### src/rtl/srp_pkg.sv
package srp_pkg;

    localparam int RESULT_BITS = 10;
    localparam int SYNC_DEPTH  = 2;

    // what the frame register does this cycle
    typedef enum logic [1:0] {
        FR_HOLD  = 2'd0,
        FR_CLEAR = 2'd1,
        FR_LOAD  = 2'd2,
        FR_SHIFT = 2'd3
    } frame_act_e;

    typedef struct packed {
        frame_act_e act;
        logic       capture;   // take result_in into the store
        logic       use_new;   // load from result_in instead of the store
    } frame_cmd_t;

endpackage

### src/rtl/srp_edge_sync.sv
module srp_edge_sync #(
    parameter int   STAGES    = 2,
    parameter logic RESET_VAL = 1'b0
) (
    input  logic clk,
    input  logic rst,
    input  logic pin,
    output logic level,
    output logic fell
);
    localparam int CHAIN_W = STAGES + 1;

    logic [CHAIN_W-1:0] chain_q;

    always_ff @(posedge clk) begin
        if (rst) begin
            chain_q <= {CHAIN_W{RESET_VAL}};
        end else begin
            chain_q <= {chain_q[CHAIN_W-2:0], pin};
        end
    end

    assign level = chain_q[STAGES-1];
    assign fell  = chain_q[STAGES] & ~chain_q[STAGES-1];

endmodule

### src/rtl/srp_ctrl.sv
module srp_ctrl
    import srp_pkg::*;
(
    input  logic       clk,
    input  logic       rst,
    input  logic       conv_active,
    input  logic       cs_level,
    input  logic       cs_fell,
    input  logic       sclk_fell,
    output frame_cmd_t cmd
);
    logic conv_q;
    logic have_result_q;

    always_ff @(posedge clk) begin
        if (rst) begin
            conv_q        <= 1'b0;
            have_result_q <= 1'b0;
        end else begin
            conv_q <= conv_active;
            if (conv_q && !conv_active) begin
                have_result_q <= 1'b1;
            end
        end
    end

    always_comb begin
        cmd.act     = FR_HOLD;
        cmd.capture = 1'b0;
        cmd.use_new = 1'b0;
        if (conv_active) begin
            cmd.act = FR_CLEAR;
        end else if (conv_q) begin
            cmd.act     = FR_LOAD;
            cmd.capture = 1'b1;
            cmd.use_new = 1'b1;
        end else if (cs_fell && have_result_q) begin
            cmd.act = FR_LOAD;
        end else if (sclk_fell && !cs_level) begin
            cmd.act = FR_SHIFT;
        end
    end

endmodule

### src/rtl/srp_frame.sv
module srp_frame
    import srp_pkg::*;
#(
    parameter int DATA_W = RESULT_BITS
) (
    input  logic              clk,
    input  logic              rst,
    input  frame_cmd_t        cmd,
    input  logic [DATA_W-1:0] result_in,
    output logic [DATA_W-1:0] stored,
    output logic              head
);
    localparam int FRAME_W = DATA_W + 1;

    logic [FRAME_W-1:0] frame_q;
    logic [DATA_W-1:0]  store_q;
    logic [DATA_W-1:0]  load_src;

    assign load_src = cmd.use_new ? result_in : store_q;

    always_ff @(posedge clk) begin
        if (rst) begin
            store_q <= '0;
        end else if (cmd.capture) begin
            store_q <= result_in;
        end
    end

    always_ff @(posedge clk) begin
        if (rst) begin
            frame_q <= '0;
        end else begin
            case (cmd.act)
                FR_CLEAR: frame_q <= '0;
                FR_LOAD:  frame_q <= {1'b1, load_src};
                FR_SHIFT: frame_q <= {frame_q[FRAME_W-2:0], 1'b0};
                default:  frame_q <= frame_q;
            endcase
        end
    end

    assign stored = store_q;
    assign head   = frame_q[FRAME_W-1];

endmodule

### src/rtl/serial_result_port.sv
module serial_result_port
    import srp_pkg::*;
#(
    parameter int DATA_W = RESULT_BITS,
    parameter int SYNC_N = SYNC_DEPTH
) (
    input  logic              clk,
    input  logic              rst,
    input  logic              cs_n,
    input  logic              sclk,
    input  logic              conv_active,
    input  logic [DATA_W-1:0] result_in,
    output logic              sdo_oe,
    output logic              sdo_data
);
    logic        cs_level;
    logic        cs_fell;
    logic        sclk_level;
    logic        sclk_fell;
    frame_cmd_t  cmd;
    logic [DATA_W-1:0] stored_q;
    logic        load_evt;
    logic        shift_evt;
    logic        capture_evt;

    srp_edge_sync #(.STAGES(SYNC_N), .RESET_VAL(1'b1)) u_cs_sync (
        .clk   (clk),
        .rst   (rst),
        .pin   (cs_n),
        .level (cs_level),
        .fell  (cs_fell)
    );

    srp_edge_sync #(.STAGES(SYNC_N), .RESET_VAL(1'b0)) u_sclk_sync (
        .clk   (clk),
        .rst   (rst),
        .pin   (sclk),
        .level (sclk_level),
        .fell  (sclk_fell)
    );

    srp_ctrl u_ctrl (
        .clk         (clk),
        .rst         (rst),
        .conv_active (conv_active),
        .cs_level    (cs_level),
        .cs_fell     (cs_fell),
        .sclk_fell   (sclk_fell),
        .cmd         (cmd)
    );

    srp_frame #(.DATA_W(DATA_W)) u_frame (
        .clk       (clk),
        .rst       (rst),
        .cmd       (cmd),
        .result_in (result_in),
        .stored    (stored_q),
        .head      (sdo_data)
    );

    assign sdo_oe      = ~cs_level;
    assign load_evt    = (cmd.act == FR_LOAD) || (cmd.act == FR_CLEAR);
    assign shift_evt   = (cmd.act == FR_SHIFT);
    assign capture_evt = cmd.capture;

    logic unused_sclk_level;
    assign unused_sclk_level = sclk_level;

endmodule

### config.mk
export PLATFORM = sky130hd
export DESIGN_NAME = serial_result_port
export DESIGN_NICKNAME = d
export VERILOG_FILES = /design/src/rtl/srp_pkg.sv /design/src/rtl/srp_edge_sync.sv /design/src/rtl/srp_ctrl.sv /design/src/rtl/srp_frame.sv /design/src/rtl/serial_result_port.sv
export SDC_FILE = /design/constraint.sdc
export NUM_CORES = 1
export LEC_CHECK = 0
export CAP_MARGIN = 15
export CORE_MARGIN = 5
export CORE_UTILIZATION = 50
export DETAILED_ROUTE_END_ITERATION = 12
export DONT_BUFFER_PORTS = 1
export GPL_ROUTABILITY_DRIVEN = 1
export PLACE_DENSITY = 0.76
export SLEW_MARGIN = 20
export SYNTH_ARGS = -nofsm -noshare
export SYNTH_HDL_FRONTEND = slang
export SYNTH_SLANG_ARGS = --single-unit
export TNS_END_PERCENT = 50
### constraint.sdc
create_clock -name clk -period 1.2 [get_ports clk]
set_clock_uncertainty 0.1 [all_clocks]
set_input_delay 0.06 -clock clk [delete_from_list [all_inputs] [get_ports clk]]
set_output_delay 0.06 -clock clk [all_outputs]
set_load 0.005 [all_outputs]
Word level (Yosys, flattened, before mapping)

Cells that the tools add are included.

Flip-flop bits (word level): 29
Bits of input ports: 15
Output and inout bits: 2
Logic and storage cells: 27

Equal/unequal tests: 3
Mux-type cells: 8
Bitwise logic cells: 4
Reduce and logical (&&, ||, !) cells: 6

Operator list:

| operator                                            | count |
|---|---|
| one-hot mux 11 bit (3 select lines)                 | 1 |
| 2-to-1 mux 2 bit                                    | 6 |
| 2-to-1 mux 10 bit                                   | 1 |
| equality test 2 bit, second input constant          | 2 |
| logical AND 1 bit                                   | 3 |
| nonzero test 3 bit                                  | 1 |
| bitwise AND 1 bit                                   | 2 |
| equality test 2 x 1 -> 1 bit, second input constant | 1 |
| zero test 1 bit                                     | 2 |
| inverter 1 bit                                      | 2 |

Depth between registers and ports, before layout

Word-level depth: 9
Gate-level depth with buffers: 6
Depth with buffers taken out: 4

By module

From an unflattened synthesis, not the netlist that was laid out.

Cells, all modules: 127
Area, all modules: 1,204.9 um^2

Modules (own cells, without submodules):

| module                       | instances | cells an instance | area each (um^2) | seq. area each (um^2) |
|---|---|---|---|---|
| srp_frame                    | 1         | 101               | 927.1            | 420.4 |
| srp_ctrl                     | 1         | 11                | 101.3            | 40.0 |
| srp_edge_sync at u_sclk_sync | 1         | 7                 | 87.6             | 60.1 |
| srp_edge_sync at u_cs_sync   | 1         | 7                 | 85.1             | 60.1 |
| serial_result_port           | 1         | 1                 | 3.8              | 0.0 |

Worst setup path after synthesis

No wires, ideal clock.

Path type: register to register
Start point: register u_ctrl.conv_q
End point: register u_frame.frame_q[2]
Setup time: 103 ps
Data arrival time: 1,171 ps
Required time: 997 ps
Slack: -174 ps
Stages on the path, launching flop included: 6
Path buffers: 1
Period minus slack after synthesis: 1,374 ps
Cell sequence: dfxtp_1 nand2b_4 buf_8 mux2i_1 nor2b_1 a2111oi_2

Word-level cells in the longest chain between the ends: 4
Elaborated cells between the ends (all ways): 10
Classes of those cells: eq/ne (3); mux (6); reduce/logical (1)

RTL lines:

| element                                                                          | line            | source |
|---|---|---|
| start: declaration                                                               | srp_ctrl.sv:12  | `logic conv_q;` |
| start signal: assignment                                                         | srp_ctrl.sv:20  | `conv_q <= conv_active;` |
| 2-to-1 mux 2 bit                                                                 | srp_ctrl.sv:33  | `end else if (conv_q) begin` |
| 2-to-1 mux 2 bit                                                                 | srp_ctrl.sv:31  | `if (conv_active) begin` |
| equality test 2 bit, or another cell as far along                                | srp_frame.sv:33 | `case (cmd.act)` |
| one-hot mux 11 bit (3 select lines) / nonzero test 3 bit (equally long branches) | -               |  |
| end signal: assignment                                                           | srp_frame.sv:35 | `FR_LOAD: frame_q <= {1'b1, load_src};` |
| end signal: assignment                                                           | srp_frame.sv:36 | `FR_SHIFT: frame_q <= {frame_q[FRAME_W-2:0], 1'b0};` |
| end signal: assignment                                                           | srp_frame.sv:37 | `default: frame_q <= frame_q;` |
| end: declaration                                                                 | srp_frame.sv:15 | `logic [FRAME_W-1:0] frame_q;` |

Several ways; a longest one is shown, not always the timed one.
A chain may end at the register's enable or synchronous reset.

Worst setup path after layout

Start point: register u_cs_sync.chain_q[1]
End point: register u_frame.frame_q[8]

Word-level cells in the longest chain between the ends: 8
Elaborated cells between the ends (all ways): 14
Classes of those cells: eq/ne (3); mux (5); bitwise (2); reduce/logical (4)

RTL lines:

| element                                                                          | line                                | source |
|---|---|---|
| start: declaration                                                               | srp_edge_sync.sv:13                 | `logic [CHAIN_W-1:0] chain_q;` |
| start signal: assignment                                                         | srp_edge_sync.sv:17                 | `chain_q <= {CHAIN_W{RESET_VAL}};` |
| start signal: assignment                                                         | srp_edge_sync.sv:19                 | `chain_q <= {chain_q[CHAIN_W-2:0], pin};` |
| zero test 1 bit / inverter 1 bit (equally long branches)                         | srp_ctrl.sv:39, srp_edge_sync.sv:24 |  |
| logical AND 1 bit / bitwise AND 1 bit (equally long branches)                    | srp_ctrl.sv:39, srp_edge_sync.sv:24 |  |
| 2-to-1 mux 2 bit / logical AND 1 bit (equally long branches)                     | srp_ctrl.sv:39, srp_ctrl.sv:37      |  |
| 2-to-1 mux 2 bit *                                                               | srp_ctrl.sv:37                      | `end else if (cs_fell && have_result_q) begin` |
| 2-to-1 mux 2 bit *                                                               | srp_ctrl.sv:33                      |  |
| 2-to-1 mux 2 bit *                                                               | srp_ctrl.sv:31                      |  |
| equality test 2 bit / equality test 2 x 1 -> 1 bit (equally long branches)       | srp_frame.sv:33                     |  |
| one-hot mux 11 bit (3 select lines) / nonzero test 3 bit (equally long branches) | -                                   |  |

Every way passes the cells marked *; elsewhere a longest branch is shown, timed or not.

==> run summary <==
status = finished, violations left
failing checks = hold timing, setup timing
minimum clock period = 1.280 ns
Syn Inst Count = 105
Tcrit/Tclk final = 1.067
Post-DRT Antenna Nets = 0
grt total ovfl = 0
H-tree depth = 2
switching pwr = 0.4014 mW
pre-CTS setup slack = -0.1203 ns
largest net degree at the start of global routing = 25
Hold Slack = -0.3044 ns
Clock power frac = 0.374
drt pass-1 iters = 4
Final WS setup = -0.08033 ns
average size of a mapped cell = 10.86 sq um
GRT Overall Usage = 0.1454
Area growth, synth to finish = 22.83%
Std-Cell Core Area = 2191 sq um
CTS tree = yes
Pins Over Slew Limit = 0
mux cell area share after synthesis = 0.1229
Compound-Gate Fraction of Synth Area = 0.1416
Min-Delay Path Class = in2reg
Setup crit start kind = register
Synth Area in Simple Gates = 0.1822
antenna violations before repair = 0
hold path endpoint = u_frame.stored[2]$_SDFFE_PP0N_
Ys Warns = 0
worst hold start = rst
Clock Latency Late Sink = 0.32 ns
# port buffers = 0
Cells after DPL = 137
Largest stage delay, worst path = 0.36 ns
kind of cell adding the most delay to the critical path = flip-flops
DR iter-0 viols = 12
Total Nets Final = 139
Finish-stage setup viols = 11
largest family of logic cells by synthesized area = simple AND/OR/NAND/NOR gates
RSZ-0062 raised after global routing = yes
syn_nets = 120
critical path peak fanout = 6
Buf+Inv Stages, Crit Path = 1
DRC Markers = 0
routed wire length = 2127 microns
Initial Util = 0.5203
Die Ht = 57.75 microns
commonest non-fill, non-tap cells in the layout = 26 x dfxtp_1, 13 x nand2_1, 13 x mux2i_1
Yosys cell types = 26
hpwl dp = 1372 microns
hold depth = 1
via count = 798
Worst slew margin = 0.7448
Synth Area in XOR/XNOR = 0
CP max-delay cell = dfxtp_4
maxcap violations = 0
setup slack, reg-to-reg = -0.08 ns
# diodes = 0
Sequential Power Share = 0.558
clk slew on worst S/H paths = 0.09 ns
Die Wd = 57.75 microns
CP endpoint kind = register
CTS buffer count = 5
Design Power = 1.800 mW
Crit Reg-Reg Endpoint = u_frame.frame_q[8]$_SDFFE_PP0P_
IO Count = 17
flops & latches, synth = 29
Crit Path Category = reg2reg
Netlist Area Pre-Place = 1140 sq um
Pwr per Cell Area = 1286 nW/um^2
r2r worst-path depth = 4
cts-stage hold buffer count = 7
layout cell share with drive strength beyond 1 = 0.2880
Arrival @ worst endpoint = 1.40 ns
Final GP Congestion = 0.7353
Post-Layout Cell Count = 153
peak supply drop = 0.0009212 V
Gate power share = 0.068
Die ar. = 3334 sq um
Row Count = 17
most common library cell in the layout ignoring fill and taps = dfxtp_1
cell-internal power = 1.399 mW
post-DR wirelength/cell = 13.90 microns
sequential share of the synthesized area = 0.5093
clk buf depth = 2
Critical Path RT = 1.32 ns
Max Clk Rate = 781.0 MHz
DR vias/cell = 5.216
Worst Tran Pin Value = 0.3814 ns
worst r2r src = u_cs_sync.chain_q[1]$_SDFF_PP1_
Sw Ratio = 0.2229
Post-Synth Adder-Cell Area = 0
fill count = 178
number of global-route vias before repair = 871
Hold Vio Cnt, Final = 26
post-layout util = 0.6391
crit path cell chain = nor3b_2, buf_6, mux2i_1, a2111oi_2
clk sink count = 29
standby leakage power = 0.5470 nW
wire length of the first global-routing pass = 3643 microns
clock root cell = clkbuf_4
## flip-flops by register name (all words and copies together), names as in the netlist
signal and flops:
u_frame.stored 10, u_cs_sync.chain_q 3, u_frame.frame_q 11, u_ctrl.conv_q 1, u_ctrl.have_result_q 1, u_sclk_sync.chain_q 3
## worst reg2reg max path, stage by stage (launching register included)
cell	delay [ns]
dfxtp_4	0.36
nor3b_2	0.17
buf_6	0.16
mux2i_1	0.09
a2111oi_2	0.30
## power by group through the flow
stage	Combinational (mW)	Clock [mW]	Sequential [mW]
after floorplan	0.0921	0	1.02
after global placement	0.0964	0	1.03
after detailed placement	0.0988	0	1.03
after CTS	0.120	0.688	1.01
after global routing	0.135	0.734	1.01
final	0.122	0.673	1.01
## worst max path at each step
stage | start | depth (start not counted) | endpoint | slack (ns)
floorplan | u_ctrl.conv_q$_SDFF_PP0_ | 5 | u_frame.frame_q[2]$_SDFFE_PP0P_ | -0.1
global placement | u_cs_sync.chain_q[1]$_SDFF_PP1_ | 4 | u_frame.frame_q[1]$_SDFFE_PP0P_ | -0.07
detailed placement | u_cs_sync.chain_q[1]$_SDFF_PP1_ | 4 | u_frame.frame_q[1]$_SDFFE_PP0P_ | -0.12
CTS | u_cs_sync.chain_q[1]$_SDFF_PP1_ | 4 | u_frame.frame_q[8]$_SDFFE_PP0P_ | -0.08
global route | u_cs_sync.chain_q[1]$_SDFF_PP1_ | 5 | u_frame.frame_q[0]$_SDFFE_PP0P_ | -0.17
finish | u_cs_sync.chain_q[1]$_SDFF_PP1_ | 4 | u_frame.frame_q[8]$_SDFFE_PP0P_ | -0.08
## per-layer routing
metal,wire length (microns),share of wire,GRT usage,up-vias
met4,44,0.021,0.05960,0
met5,0,0,0,-
met1,926,0.44,0.1487,378
met3,119,0.056,0.06904,8
li1,-,-,-,398
met2,1036,0.49,0.2532,14
## cell type report
class	count	area, sq um	area share
clock buffers	7	65.06	0.04647
clock inverters	1	5.005	0.003575
inverters	1	3.754	0.002681
multi-input cells	69	520.5	0.3718
flip-flops and latches	29	589.3	0.4209
well taps	28	35.03	0.02502
repair buffers	18	181.4	0.1296
## stage by stage
stage	setup TNS, ns	cell area (sq um)
after floorplan	-0.2136	1149
after global placement	-0.4733	1221
after detailed placement	-0.8163	1221
after CTS	-0.4973	1384
after global routing	-1.604	1400
final	-0.6121	1400
## synth_stat cells (all sizes together)
library cell | instances | area share
a21boi | 1 | 0.0066
o2bb2ai | 6 | 0.046
clkbuf | 2 | 0.0077
buf | 4 | 0.033
a21oi | 6 | 0.026
nand4bb | 1 | 0.0099
o21ai | 1 | 0.0044
and2b | 1 | 0.0066
nand2 | 13 | 0.043
a31oi | 1 | 0.019
nor3b | 2 | 0.018
or2 | 3 | 0.016
inv | 1 | 0.0033
a2111oi | 3 | 0.040
nor2b | 7 | 0.045
nor2 | 8 | 0.026
dfxtp | 29 | 0.51
mux2i | 14 | 0.12
nand2b | 2 | 0.018
## cells by family (layout without fill, tap and decap cells)
group / count (synthesis) / in the layout
multiplexers: 14 / 14
AND/OR/NAND/NOR: 37 / 37
buffers and inverters: 7 / 27
AO/OA/AOI/OAI: 18 / 18
flip-flops: 29 / 29
## repair_timing
item	in CTS	in global routing
buffers inserted	1	0
gates resized for setup	5	6
setup endpoints to repair	12	13
endpoints found under the hold margin	29	26
pin swaps	6	0
Note: power is estimated with default switching activity, not from simulation.
